`config.mk`:
```
export PLATFORM = sky130hd
export DESIGN_NAME = dma_cfg_rules
export DESIGN_NICKNAME = d
export VERILOG_FILES = /design/src/rtl/dma_cfg_pkg.sv /design/src/rtl/dma_cfg_align.sv /design/src/rtl/dma_cfg_rules.sv
export SDC_FILE = /design/constraint.sdc
export NUM_CORES = 1
export LEC_CHECK = 0
export ABC_AREA = 1
export BUFFER_PORTS_ARGS = -buffer_cell sky130_fd_sc_hd__clkbuf_2
export CORE_ASPECT_RATIO = 1.2
export CORE_MARGIN = 1.5
export CORE_UTILIZATION = 16
export DETAILED_ROUTE_END_ITERATION = 16
export PLACE_DENSITY = 0.8
export SYNTH_ARGS = -nofsm -noshare
export SYNTH_HDL_FRONTEND = slang
export SYNTH_SLANG_ARGS = --single-unit
```
`constraint.sdc`:
```
create_clock -name vclk -period 1.17
set_input_delay 0.234 -clock vclk [all_inputs]
set_output_delay 0.234 -clock vclk [all_outputs]
set_load 0.005 [all_outputs]
```
`src/rtl/dma_cfg_pkg.sv`:
```
// Shared types and helpers for the DMA transfer setting validator.
// Assumes beat widths are coded as log2 of the byte count, with code 3 reserved.
package dma_cfg_pkg;

    typedef logic [1:0] wlog_t;

    localparam wlog_t WLOG_RSVD = 2'd3;

    // Number of alignment checks made on each start attempt
    localparam int NUM_ALIGN = 4;

    // One bit per rule that can reject a start attempt
    typedef struct packed {
        logic src_w_rsvd;
        logic dst_w_rsvd;
        logic blk_zero;
        logic blk_frac;
        logic src_mis;
        logic dst_mis;
        logic step_mis;
        logic pack_pfc;
    } fault_t;

    // Low-address bits that must be zero for a beat of the given width
    function automatic logic [2:0] lane_mask(wlog_t w);
        case (w)
            2'd0:    lane_mask = 3'b000;
            2'd1:    lane_mask = 3'b001;
            2'd2:    lane_mask = 3'b011;
            default: lane_mask = 3'b111;
        endcase
    endfunction

endpackage

```
`src/rtl/dma_cfg_align.sv`:
```
// Alignment rule: flags a value whose low bits are not a multiple of the beat size.
// Assumes VAL_W is larger than 3. Only the three low bits can be non-zero in the mask.
module dma_cfg_align
    import dma_cfg_pkg::*;
#(
    parameter int VAL_W = 32
) (
    input  logic [VAL_W-1:0] value,
    input  wlog_t            wlog,
    output logic             misaligned
);

    localparam int PAD_W = VAL_W - 3;

    logic [VAL_W-1:0] mask_full;

    // Widen the lane mask to the value width
    always_comb begin
        mask_full = {{PAD_W{1'b0}}, lane_mask(wlog)};
    end

    // Any masked bit set means the value is not on a beat boundary
    always_comb begin
        misaligned = |(value & mask_full);
    end

endmodule

```
`src/rtl/dma_cfg_rules.sv`:
```
// Combinational rule set: evaluates every setting rule and reports a fault vector
// plus a single pass bit. Assumes all inputs are stable while en_set is sampled.
module dma_cfg_rules
    import dma_cfg_pkg::*;
#(
    parameter int ADDR_W = 32,
    parameter int STEP_W = 16,
    parameter int CNT_W  = 16
) (
    input  wlog_t             src_wlog,
    input  wlog_t             dst_wlog,
    input  logic [ADDR_W-1:0] src_addr,
    input  logic [ADDR_W-1:0] dst_addr,
    input  logic [STEP_W-1:0] dst_step,
    input  logic [CNT_W-1:0]  blk_bytes,
    input  logic              sw_req,
    input  logic              pf_req,
    input  logic              dst_req,
    input  logic [1:0]        pad_mode,
    output fault_t            faults,
    output logic              cfg_ok
);

    localparam int W_AC  = (ADDR_W > CNT_W) ? ADDR_W : CNT_W;
    localparam int MAX_W = (W_AC > STEP_W) ? W_AC : STEP_W;

    // Alignment slot order: 0 source address, 1 block count, 2 destination address, 3 step
    localparam int SL_SRC  = 0;
    localparam int SL_BLK  = 1;
    localparam int SL_DST  = 2;
    localparam int SL_STEP = 3;

    logic [MAX_W-1:0] slot_val [NUM_ALIGN];
    wlog_t            slot_w   [NUM_ALIGN];
    logic [NUM_ALIGN-1:0] slot_mis;

    logic pfc_mode;
    logic packing;
    logic dst_wider;

    // Route each aligned quantity to its slot, zero-extended to a common width
    always_comb begin
        slot_val[SL_SRC]  = MAX_W'(src_addr);
        slot_val[SL_BLK]  = MAX_W'(blk_bytes);
        slot_val[SL_DST]  = MAX_W'(dst_addr);
        slot_val[SL_STEP] = MAX_W'(dst_step);
        slot_w[SL_SRC]    = src_wlog;
        slot_w[SL_BLK]    = src_wlog;
        slot_w[SL_DST]    = dst_wlog;
        slot_w[SL_STEP]   = dst_wlog;
    end

    for (genvar i = 0; i < NUM_ALIGN; i++) begin : g_align
        dma_cfg_align #(
            .VAL_W(MAX_W)
        ) u_align (
            .value     (slot_val[i]),
            .wlog      (slot_w[i]),
            .misaligned(slot_mis[i])
        );
    end

    // Detect packing under peripheral flow control
    always_comb begin
        pfc_mode  = !sw_req && pf_req && !dst_req;
        packing   = pad_mode[1];
        dst_wider = dst_wlog > src_wlog;
    end

    // Collect every rule into the fault vector
    always_comb begin
        faults.src_w_rsvd = (src_wlog == WLOG_RSVD);
        faults.dst_w_rsvd = (dst_wlog == WLOG_RSVD);
        faults.blk_zero   = (blk_bytes == '0);
        faults.blk_frac   = slot_mis[SL_BLK];
        faults.src_mis    = slot_mis[SL_SRC];
        faults.dst_mis    = slot_mis[SL_DST];
        faults.step_mis   = slot_mis[SL_STEP];
        faults.pack_pfc   = pfc_mode && packing && dst_wider;
    end

    // A setting passes only when no rule fires
    always_comb begin
        cfg_ok = ~|faults;
    end

endmodule

```
# Word-level counts from Yosys, hierarchy flattened

Index checks and enable logic that the tools add are counted.

Bits in registers: 0
Latch bits: 0
Bits in writable memories: 0
Bits in read-only memories: 0
Input port bits: 105
Output and inout port bits: 9
Word-level logic and storage cells: 28
Memories: 0

Add/sub/neg operators: 0
Multiply operators: 0
Div/mod/pow operators: 0
$lt $le $gt $ge: 1
Equality and inequality tests: 6
Shifts and indexed selects: 0
Mux-type cells: 2
Bitwise gates (word level): 4
Reduce and logical (&&, ||, !) cells: 15

Operators with widths:

| operator             | number |
|---|---|
| $reduce_or A132 Y1   | 1 |
| $reduce_or A32 Y1    | 4 |
| $and A32 B3 Y32      | 2 |
| $and A16 B3 Y16      | 2 |
| $pmux W3 S3          | 2 |
| $logic_not A16 Y1    | 1 |
| $eq A2 B2 Y1 const B | 4 |
| $eq A2 B1 Y1 const B | 2 |
| $logic_and A1 B1 Y1  | 4 |
| $logic_not A2 Y1     | 2 |
| $logic_not A1 Y1     | 3 |
| $gt A2 B2 Y1         | 1 |

# Longest topological paths before layout

Gate-level depths: netlist of run 1.

Depth after elaboration: 7
Depth in mapped cells: 8
Depth with buffers taken out: 8

# Cells and area by module

A second synthesis of run 1 with hierarchy kept.

Cells, all modules: 77
Area total of the unflattened synthesis: 324.1 um^2

Modules (own cells, without submodules):

| module        | instances | cells each | area an instance (um^2) |
|---|---|---|---|
| dma_cfg_rules | 1         | 45         | 203.9 |
| dma_cfg_align | 4         | 8          | 30.0 |

# Worst setup path before layout of run 1

OpenSTA, ideal clock, no wires.

Path type: in2out
Start: input src_wlog[1]
End: output cfg_ok
Arrival time: 0.968 ns
Slack: -0.032 ns
Stages: 7
Buffers on the path: 0
Cell sequence: inv_2 ha_1 a21oi_1 nor2_1 nand3_1 nand2_1 nor2_2

Cells in the longest elaborated chain, start to end: 5
Elaborated cells on any way between the ends: 11
Classes of those cells: order compare (1); eq/ne (3); mux (1); bitwise (2); reduce/logical (4)

Ends and longest elaborated chain:

| element                                            | RTL line            | text |
|---|---|---|
| start: declaration                                 | dma_cfg_rules.sv:10 | `input wlog_t src_wlog,` |
| $eq A2 B2 Y1, or another cell as far along         | dma_cfg_pkg.sv:26   | `case (w)` |
| $pmux W3 S3                                        | dma_cfg_pkg.sv:26   |  |
| $and A32 B3 Y32 or $and A16 B3 Y16 (tied branches) | dma_cfg_align.sv:24 | `misaligned = \|(value & mask_full);` |
| $reduce_or A132 Y1 *                               | dma_cfg_rules.sv:84 | `cfg_ok = ~\|faults;` |
| $logic_not A1 Y1 *                                 | dma_cfg_rules.sv:84 |  |
| end: declaration                                   | dma_cfg_rules.sv:21 | `output logic cfg_ok` |

Mark *: on every way between the ends. The rest lies on a longest branch, timed or not.

# Worst setup path after layout of run 1

Start: input dst_wlog[0]
End: output cfg_ok

Cells in the longest elaborated chain, start to end: 5
Elaborated cells on any way between the ends: 11
Classes of those cells: order compare (1); eq/ne (3); mux (1); bitwise (2); reduce/logical (4)

Ends and longest elaborated chain:

| element                                            | RTL line            | text |
|---|---|---|
| start: declaration                                 | dma_cfg_rules.sv:11 | `input wlog_t dst_wlog,` |
| $eq A2 B2 Y1, or another cell as far along         | dma_cfg_pkg.sv:26   |  |
| $pmux W3 S3                                        | dma_cfg_pkg.sv:26   |  |
| $and A32 B3 Y32 or $and A16 B3 Y16 (tied branches) | dma_cfg_align.sv:24 |  |
| $reduce_or A132 Y1 *                               | dma_cfg_rules.sv:84 |  |
| $logic_not A1 Y1 *                                 | dma_cfg_rules.sv:84 |  |

Marks and branches as above.

==> summary.txt, run 1 <==
Run status
  • Status: finished, violations left
  • Failing checks: negative setup slack

Hold path
  • Hold WC Path Type: in2out
  • Sink of the worst hold path: faults[4]
  • Hold depth: 4
  • Hold Startpoint: blk_bytes[2]

Pwr
  • LEAKAGE: 0.000440 µW
  • P_sw: 98.0 µW
  • Internal Power: 133 µW
  • Sequential cell fraction of total power: 0%
  • Worst vdd ir: 0.149 mV
  • Switching share of total power: 42.5%
  • P per Cell Area: 329 nW/µm²
  • Combinational Power Share: 100.0%
  • Clock network fraction of total power: 0%

Worst setup path
  • Worst path depth: 10
  • Slowest CP cell: ha_4
  • CP startpoint kind: input pin
  • Top delay family on crit path: simple AND/OR/NAND/NOR gates
  • WP data arrival: 1.10 ns
  • Crit-path max FO: 2
  • Critical path endpoint category: output pin
  • Type of the worst setup path: in2out
  • CP Buf/Inv Count: 4
  • CP cell instances: buf_6, inv_2, ha_4, nand2_2, inv_1, nor2_1, nand3_1, nand2_1, nor2_2, clkbuf_2
  • Critical Path RT: 0.94 ns
  • CP peak stage delay: 0.20 ns

Global route
  • Initial antenna violation count: 0
  • GRT Total Usage: 8.42%
  • Largest net degree at the start of global routing: 6
  • Vias in the first global route: 417
  • Global-route wire length before repair: 1510 µm
  • Total grt overflow: 0

Finish
  • Clock buffer count: 0
  • Most frequent cells in the layout: clkbuf_2 (38), nand2_1 (17), inv_1 (10), nor2_1 (10), nand2_2 (7)
  • Fraction of layout instances using a drive strength above 1: 63.8%
  • Area growth syn-to-layout: 118%
  • Non-filler cells, final: 135
  • Inserted Diodes: 0
  • Seq_cells: 0
  • Fin util: 37.5%
  • Layout net count: 225
  • Commonest non-fill, non-tap cell in the layout: clkbuf_2
  • Register area: 0 µm²

Timing
  • Measured slew at the worst slew-check pin: 0.225 ns
  • F_max: 0.750 GHz
  • Final setup margin: -0.163 ns
  • Fin. Hold Viols: 0
  • Final min period: 1.33 ns
  • Fin. max-slew vios: 0
  • Max_slew headroom: 85.0%
  • Final worst-path cycle share: 114%
  • Final setup viols: 3
  • Unrepaired setup endpoints after global routing: true

Place
  • Cells after DPL: 134
  • Number of port buffers: 42
  • DP Wirelength: 959 µm
  • Final GP Congestion: 0.693

Synthesis
  • Synth unique cells: 13
  • Syn_nets: 176
  • Ys Warns: 0
  • Synth Instances: 69
  • Sequential fraction of the synthesis area: 0%
  • Syn_area_per_cell: 4.66 µm²
  • Cell area after synthesis: 322 µm²

Floorplanning
  • Initial Utilization: 17.2%
  • Vert. Die Dim: 52.1 µm
  • Die ar.: 2290 µm²
  • FP Rows: 17
  • Core ar.: 1870 µm²
  • Die width: 43.9 µm
  • IO Count: 114

CTS
  • Hold_buf cts: 0

Detailed routing
  • DRT antenna net count: 0
  • Post-DR wirelength/cell: 8.27 µm
  • Initial DRC Count: 2
  • Vias post-DR: 533
  • TritonRoute pass-1 iters: 3
  • Post-Route WL: 1120 µm
  • Remaining DRCs: 0
  • Drt via density: 3.95

Flow run
  • Max-cap violations: 0
-- final cells by class --
| cell class | count | area, µm² |
|---|---|---|
| Fill cell | 224 | 1170 |
| Timing Repair Buffer | 51 | 325 |
| Multi-Input combinational cell | 50 | 294 |
| Inverter | 15 | 58.8 |
| Tap cell | 19 | 23.8 |
-- power by group through the flow --
stage / sequential (µW) / combinational, µW / clock, µW
floorplan: 0 / 86.9 / 0
global placement: 0 / 178 / 0
detailed placement: 0 / 180 / 0
CTS: 0 / 203 / 0
global route: 0 / 256 / 0
finish: 0 / 231 / 0
-- Yosys cell counts --
library cell | n | area (µm²)
a21oi_1 | 2 | 10.0
buf_4 | 4 | 30.0
ha_1 | 2 | 25.0
inv_1 | 13 | 48.8
inv_2 | 2 | 7.51
nand2_1 | 21 | 78.8
nand2_2 | 4 | 25.0
nand3_1 | 2 | 10.0
nor2_1 | 13 | 48.8
nor2_2 | 2 | 12.5
nor3b_1 | 1 | 7.51
o21a_1 | 1 | 7.51
o21ai_1 | 2 | 10.0
-- layer usage --
layer,wire length [µm],GRT usage [%],up-vias
li1,-,-,293
met1,478,10.3,211
met2,536,16.2,29
met3,103,1.04,0
met4,0,0,0
met5,0,0,-
-- cells by family after synthesis --
logic type               share of synthesized area (%)
AND/OR/NAND/NOR                                   56.8
adder cells (fa/ha/maj)                           7.78
AO/OA/AOI/OAI                                     8.56
buffers and inverters                             26.9
-- stage by stage --
stage / total power [µW] / hold WS, ns / setup slack [ns] / TNS [ns] / area (µm²)
after global routing: 256 / 0.784 / -0.251 / -0.535 / 702
after global placement: 178 / 0.753 / -0.238 / -0.473 / 586
after floorplan: 86.9 / 0.563 / 0.00886 / 0 / 322
after detailed placement: 180 / 0.760 / -0.269 / -0.509 / 586
final: 231 / 0.756 / -0.163 / -0.338 / 702
after CTS: 203 / 0.761 / -0.221 / -0.396 / 647
-- worst max-delay path by stage --
stage / start / endpoint / slack, ns
2_1_floorplan: src_wlog[1] / cfg_ok / 0.009
3_3_place_gp: src_wlog[1] / cfg_ok / -0.24
3_5_place_dp: src_wlog[1] / cfg_ok / -0.27
4_1_cts: src_wlog[1] / cfg_ok / -0.22
5_1_grt: dst_wlog[0] / cfg_ok / -0.25
6_report: dst_wlog[0] / cfg_ok / -0.16
-- repair_timing --
| action | CTS | global route |
|---|---|---|
| endpoints found under the setup margin | 3 | 5 |
| buffers inserted | 1 | 1 |
| pin swaps | 9 | 15 |
| resized for setup | 10 | 21 |
(Power assumes the default switching activity.)
==> run 2, diff against run 1 <==
==> constraint.sdc (replaced) <==
create_clock -name vclk -period 1.17
set_input_delay 0.117 -clock vclk [all_inputs]
set_output_delay 0.117 -clock vclk [all_outputs]
set_load 0.005 [all_outputs]
==> run 2 against run 1 <==
The flow now finishes without violations. Highest routed layer unchanged. Critical endpoint unchanged. Sequential share of layout area is the same. Cell area shrank 11%. Maximum frequency grew 21%.
==> summary.txt, run 2 (synthesized netlist as in run 1, its figures left out) <==
Run status
  • Status: finished, final reports clean (was finished, violations left)

Floorplanning
  • Die ar.: 2290 µm² (unchanged)
  • Die width: 43.9 µm (unchanged)
  • IO Count: 114 (unchanged)
  • Vert. Die Dim: 52.1 µm (unchanged)
  • Core ar.: 1870 µm² (unchanged)
  • FP Rows: 17 (unchanged)
  • Initial Utilization: 17.2% (unchanged)

Detailed routing
  • Post-Route WL: 971 µm (was 1120 µm)
  • Drt via density: 3.79 (was 3.95)
  • DRT antenna net count: 0 (unchanged)
  • TritonRoute pass-1 iters: 2 (was 3)
  • Initial DRC Count: 3 (was 2)
  • Vias post-DR: 497 (was 533)
  • Post-DR wirelength/cell: 7.41 µm (was 8.27 µm)
  • Remaining DRCs: 0 (unchanged)

Global route
  • Largest net degree at the start of global routing: 6 (unchanged)
  • Initial antenna violation count: 0 (unchanged)
  • GRT Total Usage: 7.36% (was 8.42%)
  • Vias in the first global route: 366 (was 417)
  • Global-route wire length before repair: 1380 µm (was 1510 µm)
  • Total grt overflow: 0 (unchanged)

Pwr
  • P_sw: 83.3 µW (was 98.0 µW)
  • Switching share of total power: 43.8% (was 42.5%)
  • Clock network fraction of total power: 0% (about the same)
  • Worst vdd ir: 0.0796 mV (was 0.149 mV)
  • Sequential cell fraction of total power: 0% (about the same)
  • P per Cell Area: 304 nW/µm² (was 329 nW/µm²)
  • Internal Power: 107 µW (was 133 µW)
  • LEAKAGE: 0.000409 µW (was 0.000440 µW)
  • Combinational Power Share: 100.0% (about the same)

Worst setup path
  • Type of the worst setup path: in2out (unchanged)
  • CP startpoint kind: input pin (unchanged)
  • Critical Path RT: 1.05 ns (was 0.94 ns)
  • WP data arrival: 0.98 ns (was 1.10 ns)
  • Crit-path max FO: 2 (unchanged)
  • Slowest CP cell: ha_4 (unchanged)
  • Critical path endpoint category: output pin (unchanged)
  • CP peak stage delay: 0.19 ns (was 0.20 ns)
  • CP cell instances: buf_8, inv_4, ha_4, a21oi_2, nor2_1, nand3_1, nand2_1, nor2_2, clkbuf_2 (was buf_6, inv_2, ha_4, nand2_2, inv_1, nor2_1, nand3_1, nand2_1, nor2_2, clkbuf_2)

Timing
  • Measured slew at the worst slew-check pin: 0.164 ns (was 0.225 ns)
  • Unrepaired setup endpoints after global routing: true (unchanged)
  • Fin. Hold Viols: 0 (unchanged)
  • Max_slew headroom: 89.0% (was 85.0%)
  • Final setup margin: 0.0695 ns (was -0.163 ns)
  • Fin. max-slew vios: 0 (unchanged)
  • F_max: 0.909 GHz (was 0.750 GHz)
  • Final worst-path cycle share: 94.1% (was 114%)
  • Final setup viols: 0 (was 3)
  • Final min period: 1.10 ns (was 1.33 ns)
  • Hold Slack: 0.522 ns (was 0.756 ns)

Place
  • Placement Setup Slack: -0.0626 ns (was -0.269 ns)
  • DP Wirelength: 902 µm (was 959 µm)
  • Final GP Congestion: 0.724 (was 0.693)
  • Cells after DPL: 131 (was 134)
  • Number of port buffers: 42 (unchanged)

Finish
  • Area growth syn-to-layout: 94.2% (was 118%)
  • Area of the multi-input gates: 272 µm² (was 294 µm²)
  • Commonest non-fill, non-tap cell in the layout: clkbuf_2 (unchanged)
  • Filler cells: 205 (was 224)
  • Fraction of layout instances using a drive strength above 1: 54.5% (was 63.8%)
  • Seq_cells: 0 (unchanged)
  • Most frequent cells in the layout: clkbuf_2 (39), nand2_1 (20), nor2_1 (13) (was clkbuf_2 (38), nand2_1 (17), inv_1 (10), nor2_1 (10), nand2_2 (7))
  • Register area: 0 µm² (unchanged)
  • Non-filler cells, final: 131 (was 135)
  • Inserted Diodes: 0 (unchanged)
  • Layout net count: 221 (was 225)
  • Clock buffer count: 0 (unchanged)

Hold path
  • Hold WC Path Type: in2out (unchanged)
  • Hold depth: 4 (unchanged)
  • Sink of the worst hold path: faults[4] (unchanged)
  • Hold Startpoint: blk_bytes[2] (unchanged)

CTS
  • Setup Buffers After CTS: 0 (was 1)
  • Hold_buf cts: 0 (unchanged)

Flow run
  • Max-cap violations: 0 (unchanged)
run 2: cell types whose count changed in the layout (fill, tap and decap cells not counted), sizes merged:
cell	before	now
buf	13	8
clkbuf	38	39
run 2: metal layers:
metal	part of all wire (%)	up-vias	track usage [%]
li1	-	284	-
met1	45	193	10.7
met2	46	20	12.3
met3	8.7	0	0.694
met4	0	0	0
met5	0	-	0
run 2: worst max path at each step:
| stage | slack, ns | cells past startpoint | startpoint | end |
|---|---|---|---|---|
| 2_1_floorplan | 0.20 | 7 | src_wlog[1] | cfg_ok |
| 3_3_place_gp | -0.04 | 9 | src_wlog[1] | cfg_ok |
| 3_5_place_dp | -0.06 | 9 | src_wlog[1] | cfg_ok |
| 4_1_cts | 0.02 | 9 | src_wlog[1] | cfg_ok |
| 5_1_grt | -0.02 | 9 | src_wlog[1] | cfg_ok |
| 6_report | 0.07 | 9 | src_wlog[1] | cfg_ok |
run 2: final cells by class:
class,count,share of cell area (%)
multi-input combinational,50,43.5
tap,19,3.81
timing repair buffer,47,43.3
inverter,15,9.42
run 2: power by group through the flow:
stage                     Clock, µW  Sequential, µW  Combinational (µW)
final                             0               0                 190
after CTS                         0               0                 175
after global placement            0               0                 167
after floorplan                   0               0                86.9
after detailed placement          0               0                 170
after global routing              0               0                 212
run 2: worst max-delay path, delay by kind of cell:
family	cells	cell delay [ns]
and+or+nand+nor	4	0.29
buffers and inverters	3	0.26
adders and majority gates	1	0.19
AOI/OAI and AO/OA	1	0.12
run 2: stage by stage:
step	total power (µW)	util [%]	TNS, ns	area [µm²]
after detailed placement	170	30.1	-0.0626	563
after floorplan	86.9	-	0	322
after global routing	212	33.4	-0.0169	624
final	190	33.4	0	624
after CTS	175	30.7	0	576
after global placement	167	30.1	-0.0448	563
run 2: timing repair:
action	4_1_cts	5_1_grt
resized for setup	1	12
cloned	0	0
endpoints found under the setup margin	1	1
pin swaps	1	9
==> run 3, diff against run 2 <==
--- a/config.mk
+++ b/config.mk
@@ -8,8 +8,10 @@
 export ABC_AREA = 1
 export BUFFER_PORTS_ARGS = -buffer_cell sky130_fd_sc_hd__clkbuf_2
+export CAP_MARGIN = 25
 export CORE_ASPECT_RATIO = 1.2
 export CORE_MARGIN = 1.5
 export CORE_UTILIZATION = 16
 export DETAILED_ROUTE_END_ITERATION = 16
+export GPL_ROUTABILITY_DRIVEN = 0
 export PLACE_DENSITY = 0.8
 export SYNTH_ARGS = -nofsm -noshare
==> constraint.sdc (replaced) <==
create_clock -name vclk -period 1.17
set_input_delay 0.1755 -clock vclk [all_inputs]
set_output_delay 0.1755 -clock vclk [all_outputs]
set_load 0.005 [all_outputs]
==> run 3 against run 2 <==
The run now ends with negative setup slack left. Count of clock-buffer cells in the layout stayed put. Utilization up 1.2 points. Total power grew 4.1%. Maximum frequency decreased by 9.9%. Critical path depth rose by 1. Die area did not move. Worst hold slack better by 0.11 ns. Worst setup slack got worse by 0.12 ns. Sequential cell count unchanged. Sequential share of layout area unchanged. Critical path type unchanged. Highest routed layer unchanged.
==> summary.txt, run 3 (synthesized netlist as in run 1, its figures left out) <==
Timing
  • Fin. Hold Viols: 0 (unchanged)
  • Measured slew at the worst slew-check pin: 0.175 ns (was 0.164 ns)
  • Fin. max-slew vios: 0 (unchanged)
  • Max_slew headroom: 88.3% (was 89.0%)
  • Final worst-path cycle share: 104% (was 94.1%)
  • Hold Slack: 0.637 ns (was 0.522 ns)
  • Final setup margin: -0.0516 ns (was 0.0695 ns)
  • F_max: 0.819 GHz (was 0.909 GHz)
  • Unrepaired setup endpoints after global routing: true (unchanged)
  • Final min period: 1.22 ns (was 1.10 ns)
  • Final TNS setup: -0.0516 ns (was 0 ns)
  • Final setup viols: 1 (was 0)

Worst setup path
  • CP Buf/Inv Count: 4 (was 3)
  • CP cell instances: clkbuf_2, buf_4, inv_1, nand2_2, nand2_2, nand2_1, nor2_2, nand3_2, nor2_2, clkbuf_2 (was buf_8, inv_4, ha_4, a21oi_2, nor2_1, nand3_1, nand2_1, nor2_2, clkbuf_2)
  • WP data arrival: 1.05 ns (was 0.98 ns)
  • Critical Path RT: 0.99 ns (was 1.05 ns)
  • CP peak stage delay: 0.15 ns (was 0.19 ns)
  • Slowest CP cell: buf_4 (was ha_4)
  • Critical path endpoint category: output pin (unchanged)
  • CP startpoint kind: input pin (unchanged)
  • Top delay family on crit path: simple AND/OR/NAND/NOR gates (unchanged)
  • Type of the worst setup path: in2out (unchanged)
  • Crit-path max FO: 4 (was 2)

Hold path
  • Sink of the worst hold path: faults[4] (unchanged)
  • Hold WC Path Type: in2out (unchanged)
  • Hold depth: 4 (unchanged)
  • Hold Startpoint: blk_bytes[2] (unchanged)

CTS
  • Setup Buffers After CTS: 0 (unchanged)

Global route
  • Initial antenna violation count: 0 (unchanged)
  • Vias in the first global route: 401 (was 366)
  • GRT Total Usage: 7.64% (was 7.36%)
  • Largest net degree at the start of global routing: 6 (unchanged)
  • Total grt overflow: 0 (unchanged)
  • Global-route wire length before repair: 1440 µm (was 1380 µm)

Pwr
  • P per Cell Area: 306 nW/µm² (was 304 nW/µm²)
  • LEAKAGE: 0.000423 µW (was 0.000409 µW)
  • Worst vdd ir: 0.0863 mV (was 0.0796 mV)
  • Final Total Pwr: 198 µW (was 190 µW)

Floorplanning
  • Vert. Die Dim: 52.1 µm (unchanged)
  • Core ar.: 1870 µm² (unchanged)
  • Initial Utilization: 17.2% (unchanged)
  • Die ar.: 2290 µm² (unchanged)
  • Die width: 43.9 µm (unchanged)
  • IO Count: 114 (unchanged)
  • FP Rows: 17 (unchanged)

Finish
  • Fraction of layout instances using a drive strength above 1: 55.7% (was 54.5%)
  • Fin util: 34.6% (was 33.4%)
  • Area growth syn-to-layout: 101% (was 94.2%)
  • Clock buffer count: 0 (unchanged)
  • Layout net count: 224 (was 221)
  • Inserted Diodes: 0 (unchanged)
  • Register area: 0 µm² (unchanged)
  • Commonest non-fill, non-tap cell in the layout: clkbuf_2 (unchanged)
  • Most frequent cells in the layout: clkbuf_2 (39), nand2_1 (20), nor2_1 (13) (unchanged)
  • Seq_cells: 0 (unchanged)
  • Filler cells: 206 (was 205)

Place
  • DP Wirelength: 903 µm (was 902 µm)
  • Number of port buffers: 42 (unchanged)

Detailed routing
  • DRT antenna net count: 0 (unchanged)
  • Post-DR wirelength/cell: 7.17 µm (was 7.41 µm)
  • Drt via density: 3.89 (was 3.79)
  • Initial DRC Count: 4 (was 3)
  • Vias post-DR: 521 (was 497)
  • Post-Route WL: 961 µm (was 971 µm)
  • Remaining DRCs: 0 (unchanged)
  • TritonRoute pass-1 iters: 4 (was 2)

Run status
  • Failing checks: negative setup slack
  • Status: finished, violations left (was finished, final reports clean)

Flow run
  • Max-cap violations: 0 (unchanged)
==> run 3: area by class of cell <==
type | count | area, µm² | share of cell area [%]
multi-input combinational | 50 | 272 | 42.0
timing repair buffer | 50 | 293 | 45.3
inverter | 15 | 58.8 | 9.09
tap | 19 | 23.8 | 3.68
==> run 3: per-layer routing <==
| layer | global-route usage, % | vias up | routed length (µm) |
|---|---|---|---|
| li1 | - | 292 | - |
| met1 | 10.7 | 207 | 425 |
| met2 | 13.2 | 22 | 448 |
| met3 | 0.694 | 0 | 86 |
| met4 | 0 | 0 | 0 |
| met5 | 0 | - | 0 |
==> run 3: worst max-delay path by stage <==
| stage | to | startpoint | slack (ns) | cells after the start |
|---|---|---|---|---|
| after CTS | cfg_ok | dst_wlog[0] | -0.08 | 10 |
| final | cfg_ok | src_wlog[0] | -0.05 | 10 |
| after global routing | cfg_ok | src_wlog[1] | -0.14 | 9 |
| after detailed placement | cfg_ok | src_wlog[1] | -0.17 | 9 |
| after global placement | cfg_ok | src_wlog[1] | -0.16 | 9 |
| after floorplan | cfg_ok | src_wlog[1] | 0.09 | 7 |
==> run 3: metrics by stage <==
| stage | area (µm²) | std cells | worst slack, ns |
|---|---|---|---|
| 4_1_cts | 602 | 134 | -0.0797 |
| 3_5_place_dp | 586 | 134 | -0.171 |
| 5_1_grt | 647 | 134 | -0.139 |
| 2_1_floorplan | 322 | 69 | 0.0852 |
| 6_report | 647 | 134 | -0.0516 |
| 3_3_place_gp | 586 | 134 | -0.158 |
==> run 3: repair_timing <==
action                                  in CTS  in global routing
endpoints found under the setup margin       2                  2
resized for setup                            2                 11
hold buffers                                 0                  0
pin swaps                                    1                  9
==> run 3: power breakdown <==
group / switching, µW / internal [µW]
Clock: 0 / 0
Combinational: 84.3 / 114
Sequential: 0 / 0
Total: 84.3 / 114
